--- src/rtl/qenc_pkg.sv ---
package qenc_pkg;
  typedef struct packed {
    logic inc;
    logic dec;
    logic tick;
    logic capClr;
    logic clr;
  } qencStb_t;
endpackage

--- src/rtl/qenc_filter.sv ---
module qenc_filter #(
  parameter int FSEL_W = 2
) (
  input  logic              clk,
  input  logic              rstN,
  input  logic [FSEL_W-1:0] sel,
  input  logic              din,
  output logic              dout
);
  localparam int BASE_SH = 4;
  localparam int FCNT_W  = (2 ** FSEL_W) + BASE_SH - 1;

  logic [1:0]        syncQ;
  logic [FCNT_W-1:0] runLen;
  logic [FCNT_W-1:0] limit;
  logic              outQ;

  always_comb begin
    if (sel == '0) limit = '0;
    else limit = FCNT_W'((32'd1 << (32'(sel) + 32'(BASE_SH))) - 32'd2);
  end

  always_ff @(posedge clk or negedge rstN) begin
    if (!rstN) begin
      syncQ  <= '0;
      runLen <= '0;
      outQ   <= 1'b0;
    end else begin
      syncQ <= {syncQ[0], din};
      if (syncQ[1] == outQ) begin
        runLen <= '0;
      end else if (runLen >= limit) begin
        outQ   <= syncQ[1];
        runLen <= '0;
      end else begin
        runLen <= runLen + 1'b1;
      end
    end
  end

  assign dout = outQ;

  // the output only ever moves to the level the synchronizer held
  assert_filter_follows_sync_R2: assert property (@(posedge clk) disable iff (!rstN)
    !$stable(outQ) |-> (outQ == $past(syncQ[1])));
endmodule

--- src/rtl/qenc_ctrl.sv ---
module qenc_ctrl
  import qenc_pkg::*;
#(
  parameter int CNT_W = 24
) (
  input  logic             clk,
  input  logic             rstN,
  input  logic             runEn,
  input  logic             timerMode,
  input  logic             zEnable,
  input  logic             zEdgeSel,
  input  logic             intEn,
  input  logic             rdStatus,
  input  logic             swClear,
  input  logic             fA,
  input  logic             fB,
  input  logic             fZ,
  input  logic [CNT_W-1:0] cnt,
  input  logic [CNT_W-1:0] cmpValue,
  output qencStb_t         stb,
  output logic             dirUp,
  output logic             zFlag,
  output logic             cmpFlag,
  output logic             revErr,
  output logic             irq
);
  logic prevA, prevB, prevZ;
  logic aChg, bChg, stepOk, stepUp, errEvt, zEvt, capEvt, cmpHit, cmpNew;

  always_comb begin
    aChg   = fA ^ prevA;
    bChg   = fB ^ prevB;
    stepOk = runEn & ~timerMode & (aChg ^ bChg);
    stepUp = fA ^ prevB;
    errEvt = runEn & ~timerMode & aChg & bChg;
    zEvt   = runEn & (zEdgeSel ? (fZ & ~prevZ) : (~fZ & prevZ));
    capEvt = zEvt & timerMode & zEnable;
    cmpHit = runEn & (cnt == cmpValue);
    cmpNew = cmpHit & ~cmpFlag;

    stb.inc    = stepOk & stepUp;
    stb.dec    = stepOk & ~stepUp;
    stb.tick   = runEn & timerMode;
    stb.capClr = capEvt;
    stb.clr    = ~runEn | swClear;
  end

  always_ff @(posedge clk or negedge rstN) begin
    if (!rstN) begin
      prevA   <= 1'b0;
      prevB   <= 1'b0;
      prevZ   <= 1'b0;
      dirUp   <= 1'b0;
      zFlag   <= 1'b0;
      cmpFlag <= 1'b0;
      revErr  <= 1'b0;
      irq     <= 1'b0;
    end else begin
      prevA <= fA;
      prevB <= fB;
      prevZ <= fZ;
      irq   <= intEn & (zEvt | errEvt | cmpNew);

      if (errEvt)        revErr <= 1'b1;
      else if (rdStatus) revErr <= 1'b0;

      if (!runEn) begin
        dirUp   <= 1'b0;
        zFlag   <= 1'b0;
        cmpFlag <= 1'b0;
      end else begin
        if (stb.inc)      dirUp <= 1'b1;
        else if (stb.dec) dirUp <= 1'b0;

        if (zEvt)          zFlag <= 1'b1;
        else if (rdStatus) zFlag <= 1'b0;

        if (cmpHit)        cmpFlag <= 1'b1;
        else if (rdStatus) cmpFlag <= 1'b0;
      end
    end
  end

  assert_idle_flags_clear_R1: assert property (@(posedge clk) disable iff (!rstN)
    !runEn |=> (!dirUp && !zFlag && !cmpFlag));

  assert_double_change_flags_R4: assert property (@(posedge clk) disable iff (!rstN)
    errEvt |=> (revErr && dirUp == $past(dirUp)));

  assert_err_survives_stop_R5: assert property (@(posedge clk) disable iff (!rstN)
    (revErr && !rdStatus) |=> revErr);

  assert_dir_tracks_step_R3: assert property (@(posedge clk) disable iff (!rstN)
    (runEn && stepOk) |=> (dirUp == $past(stepUp)));

  assert_irq_needs_enable_R9: assert property (@(posedge clk) disable iff (!rstN)
    irq |-> $past(intEn));
endmodule

--- src/rtl/qenc_dp.sv ---
module qenc_dp
  import qenc_pkg::*;
#(
  parameter int CNT_W = 24
) (
  input  logic             clk,
  input  logic             rstN,
  input  qencStb_t         stb,
  output logic [CNT_W-1:0] cnt,
  output logic [CNT_W-1:0] cap
);
  always_ff @(posedge clk or negedge rstN) begin
    if (!rstN) begin
      cnt <= '0;
      cap <= '0;
    end else if (stb.clr) begin
      cnt <= '0;
    end else if (stb.capClr) begin
      cap <= cnt;
      cnt <= '0;
    end else if (stb.inc || stb.tick) begin
      cnt <= cnt + 1'b1;
    end else if (stb.dec) begin
      cnt <= cnt - 1'b1;
    end
  end

  assert_clear_zeroes_count_R10: assert property (@(posedge clk) disable iff (!rstN)
    stb.clr |=> (cnt == '0));

  assert_up_step_R3: assert property (@(posedge clk) disable iff (!rstN)
    (stb.inc && !stb.clr && !stb.capClr) |=> (cnt == $past(cnt) + 1'b1));

  assert_capture_restart_R7: assert property (@(posedge clk) disable iff (!rstN)
    (stb.capClr && !stb.clr) |=> (cnt == '0 && cap == $past(cnt)));

  assert_capture_hold_R7: assert property (@(posedge clk) disable iff (!rstN)
    !stb.capClr |=> $stable(cap));
endmodule

--- src/rtl/qenc_top.sv ---
module qenc_top
  import qenc_pkg::*;
#(
  parameter int CNT_W  = 24,
  parameter int FSEL_W = 2
) (
  input  logic              clk,
  input  logic              rstN,
  input  logic              runEn,
  input  logic [FSEL_W-1:0] fltSel,
  input  logic              intEn,
  input  logic              zEdgeSel,
  input  logic              zEnable,
  input  logic              timerMode,
  input  logic              swClear,
  input  logic              rdStatus,
  input  logic [CNT_W-1:0]  cmpValue,
  input  logic              encA,
  input  logic              encB,
  input  logic              encZ,
  output logic [CNT_W-1:0]  count,
  output logic [CNT_W-1:0]  capture,
  output logic              dirUp,
  output logic              zFlag,
  output logic              cmpFlag,
  output logic              revErr,
  output logic              irq
);
  localparam int N_IN = 3;

  logic [N_IN-1:0] rawIn;
  logic [N_IN-1:0] fltIn;
  qencStb_t        stb;

  assign rawIn = {encZ, encB, encA};

  for (genvar gi = 0; gi < N_IN; gi++) begin : g_flt
    qenc_filter #(.FSEL_W(FSEL_W)) u_flt (
      .clk  (clk),
      .rstN (rstN),
      .sel  (fltSel),
      .din  (rawIn[gi]),
      .dout (fltIn[gi])
    );
  end

  qenc_ctrl #(.CNT_W(CNT_W)) u_ctrl (
    .clk       (clk),
    .rstN      (rstN),
    .runEn     (runEn),
    .timerMode (timerMode),
    .zEnable   (zEnable),
    .zEdgeSel  (zEdgeSel),
    .intEn     (intEn),
    .rdStatus  (rdStatus),
    .swClear   (swClear),
    .fA        (fltIn[0]),
    .fB        (fltIn[1]),
    .fZ        (fltIn[2]),
    .cnt       (count),
    .cmpValue  (cmpValue),
    .stb       (stb),
    .dirUp     (dirUp),
    .zFlag     (zFlag),
    .cmpFlag   (cmpFlag),
    .revErr    (revErr),
    .irq       (irq)
  );

  qenc_dp #(.CNT_W(CNT_W)) u_dp (
    .clk  (clk),
    .rstN (rstN),
    .stb  (stb),
    .cnt  (count),
    .cap  (capture)
  );
endmodule

--- config.mk ---
export PLATFORM = sky130hd
export DESIGN_NAME = qenc_top
export DESIGN_NICKNAME = d
export VERILOG_FILES = /design/src/rtl/qenc_pkg.sv /design/src/rtl/qenc_filter.sv /design/src/rtl/qenc_ctrl.sv /design/src/rtl/qenc_dp.sv /design/src/rtl/qenc_top.sv
export SDC_FILE = /design/constraint.sdc
export NUM_CORES = 1
export LEC_CHECK = 0
export BUFFER_PORTS_ARGS = -buffer_cell sky130_fd_sc_hd__buf_4
export CORE_MARGIN = 2
export CORE_UTILIZATION = 40
export CTS_CLUSTER_DIAMETER = 80
export DETAILED_ROUTE_END_ITERATION = 10
export PLACE_DENSITY = 0.64
export SYNTH_ARGS = -nofsm -noshare
export SYNTH_HDL_FRONTEND = slang
export SYNTH_HIERARCHICAL = 1
export SYNTH_SLANG_ARGS = --single-unit
--- constraint.sdc ---
create_clock -name clk -period 3.1 [get_ports clk]
set_clock_uncertainty 0.05 [all_clocks]
set_input_delay 0.155 -clock clk [delete_from_list [all_inputs] [get_ports clk]]
set_output_delay 0.155 -clock clk [all_outputs]
set_load 0.02 [all_outputs]
Yosys cells after proc, flatten, opt, wreduce, memory -nomap -nowiden
Cells that the tools add are included.
{"block": "word_totals", "regBits": 86, "input_bits": 38, "output_inout_bits": 53}
{"block": "op_classes", "add_sub_neg": 7, "magnitude_cmp": 3, "eq_ne": 7, "shift": 1, "n_mux": 21, "n_bitwise": 32, "n_reduce_logical": 8}
{"op": "24-bit two-way mux", "n": 4}
{"op": "7-bit two-way mux", "n": 7}
{"op": "1-bit by 32-bit << shifter with 7-bit output, first input constant", "n": 1}
{"op": "24-bit by 1-bit adder with 24-bit output, second input constant", "n": 1}
{"op": "24-bit == test", "n": 1}
{"op": "24-bit by 1-bit subtractor with 24-bit output, second input constant", "n": 1}
{"op": "7-bit by 1-bit adder with 7-bit output, second input constant", "n": 3}
{"op": "7-bit >= comparator", "n": 3}
{"op": "1-bit bitwise AND", "n": 15}
{"op": "1-bit two-way mux", "n": 10}
{"op": "1-bit inverter", "n": 10}
{"op": "3-bit by 1-bit != test with 1-bit output, second input constant", "n": 3}
{"op": "2-bit AND reduction", "n": 4}
{"op": "7-bit by 2-bit subtractor with 7-bit output, second input constant", "n": 1}
{"op": "2-bit by 3-bit adder with 4-bit output, second input constant", "n": 1}
{"op": "4-bit nonzero test", "n": 1}
{"op": "1-bit XOR", "n": 4}
{"op": "1-bit == test", "n": 3}
{"op": "1-bit OR", "n": 3}
{"op": "2-bit zero test", "n": 1}
{"op": "2-bit nonzero test", "n": 1}
{"op": "1-bit logical OR", "n": 1}

Depth between registers and ports, before layout
{"block": "depth", "word_depth": 8, "mapped_depth": 15, "depth_no_buf": 12}

Cells and area by module
The synthesis kept the hierarchy.
{"module": "qenc_dp", "n_inst": 1, "cells_per_inst": 349, "area_each_um2": 3173.0}
{"module": "qenc_filter", "n_inst": 3, "cells_per_inst": 45, "area_each_um2": 494.2}
{"module": "qenc_ctrl", "n_inst": 1, "cells_per_inst": 74, "area_each_um2": 665.6}

Least setup slack after synthesis
No wires, ideal clock.
{"block": "synth_timing", "kind": "reg2reg", "start": "register g_flt[0].u_flt.outQ", "end": "register u_dp.cnt[22]", "t_arrival_ns": 3.169, "required_ns": 2.982, "setup_slack_ns": -0.187, "path_stages_with_launch": 16, "n_path_buf": 3, "synth_period_minus_slack_ns": 3.287, "cell_sequence": "dfrtp_1 xor2_1 nand2_1 nor2_1 or2_1 buf_2 buf_2 buf_1 xnor2_1 ha_1 nand4_1 a21bo_2 a211oi_2 o21ai_1 a2111oi_2 a311o_1"}
{"element": "start: declaration", "line_no": "qenc_filter.sv:16", "text": "logic outQ;"}
{"element": "start signal: assignment", "line_no": "qenc_filter.sv:33", "text": "outQ <= syncQ[1];"}
{"element": "end signal: assignment", "line_no": "qenc_dp.sv:22", "text": "cnt <= cnt + 1'b1;"}
{"element": "end signal: assignment", "line_no": "qenc_dp.sv:24", "text": "cnt <= cnt - 1'b1;"}
{"element": "end: declaration", "line_no": "qenc_dp.sv:9", "text": "output logic [CNT_W-1:0] cnt,"}

==> key figures <==
Outcome
  • Status: finished, violations left
  • Violated checks: negative hold slack

Setup path
  • CP arrival: 3.18 ns
  • Critical path class: reg -> reg
  • Crit Reg-Reg Startpoint: g_flt[0].u_flt/dout
  • CP Capture Type: flop
  • Top fanout value on the critical path: 5
  • CP required: 3.34 ns
  • Crit path launch type: flop
  • CP Launch Point: g_flt[0].u_flt/dout

Worst hold path
  • Worst hold-check path type: in -> async

Detailed routing
  • Number of routed nets with antenna violations: 0
  • Vias per std cell: 5.565
  • DR WL/cell: 17.65 µm
  • Initial drt markers: 294
  • Vias post-DR: 4580
  • Remaining DRCs: 0
  • Drt pass-1 iters: 5
  • WL final: 14.52 mm

Timing
  • Final setup viols: 0
  • RSZ-0062 raised after global routing: yes
  • Fin. max-slew vios: 0
  • Period utilisation layout: 94.93%
  • Slew HR: 26.71%
  • Crit path time final: 2.943 ns
  • Final count of hold timing violations: 72
  • Slew @ Worst Pin: 1.099 ns
  • Maximum clock frequency: 339.8 MHz
  • Hold slack: -0.07644 ns

Logic synthesis
  • Register area share after synthesis: 40.44%
  • Syn Area/Cell: 9.536 µm²
  • Ys Warns: 6
  • Area leader, netlist: dfrtp_1
  • Post-synth cell types: 68
  • Synth Flop Type: dfrtp_1
  • Post-synth ARST share: 100.0%
  • Most frequent cell after synthesis: dfrtp_1
  • Mapped Area: 5321 µm²
  • Synthesized net count: 608
  • Mapped Cells: 558
  • #FFs+latches synth: 86
  • Synth area leaders: dfrtp_1, xor2_1, mux2_2
  • Commonest cells in the netlist: dfrtp_1, nor2_1, nand2_1, xor2_1
  • Post-synth EDFFs: 0
  • Yosys top cell area share: 40.44%

Clocking
  • Skew-Pair Late Insertion Delay: 0.36 ns
  • # H-tree levels: 3
  • CTS tree: built
  • CTS buffer count: 9
  • Root Buffer: clkbuf_16
  • Bufs on Longest Clock Path: 2
  • Clock transition at the registers of the reported paths: 0.06 ns
  • Clock Sink Count: 86

Power
  • Worst vdd ir: 0.2856 mV
  • Pwr Total: 3.502 mW
  • Leakage: 3.027 nW
  • Power per cell area: 535.9 nW/µm²

Place
  • Placed cells: 804
  • # port buffers: 90
  • Post-DP HPWL: 10.40 mm
  • GPL Wtd Cong: 0.9207

Floorplan
  • Initial core utilization: 40.50%
  • IO Pins: 91
  • Die Ht: 119.3 µm
  • Die X: 119.3 µm
  • Core ar.: 13140 µm²
  • # rows: 42
  • DIE AREA: 14240 µm²

GRT
  • Grt total ovfl: 0
  • First-pass GRT wire length: 23.38 mm
  • Initial antenna violation count: 0
  • Vias in the first global route: 4402
  • GRT Total Usage: 21.16%
  • Largest net degree at the start of global routing: 87

Finish
  • Final nets: 692
  • Inserted Diodes: 0
  • Area delta synth->final: 22.78%
  • Fill count: 1280
  • Layout cells sized above 1: 27.20%
  • Final cell count without fillers: 823

Flow run
  • Max Cap Viol: 0
==> path summary, 6_finish.rpt <==
check	end	slack, ns	depth (start not counted)
max	u_dp/cnt[22]	0.16	12
min	g_flt[1].u_flt/runLen[6]	-0.08	1
max reg2reg	u_dp/cnt[22]	0.16	12
min reg2reg	g_flt[1].u_flt/syncQ[1]	0.30	0
max in group asynchronous	g_flt[0].u_flt/dout	2.29	1
min in group clk	u_ctrl/zFlag	0.04	4
==> placed cells by master, fill, tap and decap left out, drive strengths merged, types with 12 or more instances in the layout <==
cell type / netlist / routed
nor4: 13 / 13
a21oi: 12 / 12
mux2: 27 / 27
buf: 18 / 105
nand2: 41 / 41
nor2: 64 / 64
xnor2: 23 / 23
nor3: 19 / 19
o21ai: 22 / 22
nand3: 21 / 21
ha: 12 / 12
dfrtp: 86 / 86
xor2: 37 / 37
nand4: 13 / 13
==> layout make-up <==
cell class                 count  area (µm²)  area share (%)
multi-input combinational    430        3008           46.04
sequential                    86        2155           32.98
timing repair buffer         108       818.3           12.52
clock buffer                  10       239.0           3.658
tap                          176       220.2           3.370
clock inverter                 6       67.56           1.034
inverter                       7       26.28          0.4021
==> flip-flops by register name, indices dropped and copies added, names as in the netlist <==
name / cells
g_flt.u_flt/dout: 3
g_flt.u_flt/runLen: 21
g_flt.u_flt/syncQ: 6
u_ctrl/cmpFlag: 1
u_ctrl/dirUp: 1
u_ctrl/irq: 1
u_ctrl/prevA: 1
u_ctrl/prevB: 1
u_ctrl/prevZ: 1
u_ctrl/revErr: 1
u_ctrl/zFlag: 1
u_dp/cap: 24
u_dp/cnt: 24
==> kinds of logic (layout without fill, tap and decap cells) <==
| family | count (synthesis) | in the layout | synth area share (%) |
|---|---|---|---|
| simple gates | 230 | 230 | 22.83 |
| compound gates | 91 | 91 | 12.44 |
| flops | 86 | 86 | 40.44 |
| xor+xnor | 60 | 60 | 9.875 |
| buf+inv | 42 | 131 | 3.785 |
| mux | 37 | 37 | 7.806 |
| fa+ha+maj | 12 | 12 | 2.821 |
==> timing repair <==
action	in CTS	in global routing
endpoints found under the setup margin	0	4
hold buffers	3	0
buffers inserted	0	0
gates resized for setup	0	6
endpoints found under the hold margin	3	0
==> per-layer routing <==
metal | vias up | routed length [µm] | track usage (%)
li1 | 2173 | - | -
met1 | 2244 | 6878 | 30.41
met2 | 139 | 6580 | 31.50
met3 | 24 | 637 | 3.161
met4 | 0 | 427 | 9.559
met5 | - | 0 | 0
==> where the power goes <==
group	switching (mW)	internal [mW]
sequential	0.162	1.22
clock	0.472	0.650
combinational	0.554	0.440
==> worst max-delay path, cell delays in order, from the launching register on <==
cell,delay (ns)
dfrtp_2,0.45
xor2_2,0.18
nand2_1,0.09
nor2_2,0.04
or2_1,0.24
xnor2_1,0.17
ha_2,0.25
nand4_1,0.16
a21bo_2,0.29
a211oi_4,0.27
o21ai_2,0.13
a2111oi_2,0.37
a311o_1,0.17
==> stage by stage <==
step	util, %	cell area [µm²]	setup TNS (ns)	hold slack (ns)	worst slack (ns)
after floorplan	-	5346	0	-0.1906	0.001273
after global placement	47.01	6176	0	0.2155	0.1546
after detailed placement	47.01	6176	0	0.2156	0.1008
after CTS	49.57	6513	0	0.006184	0.05363
after global routing	49.73	6534	-0.01951	0.02395	-0.01951
final	49.73	6534	0	-0.07644	0.1572
Power figures use the tool's default switching activity.
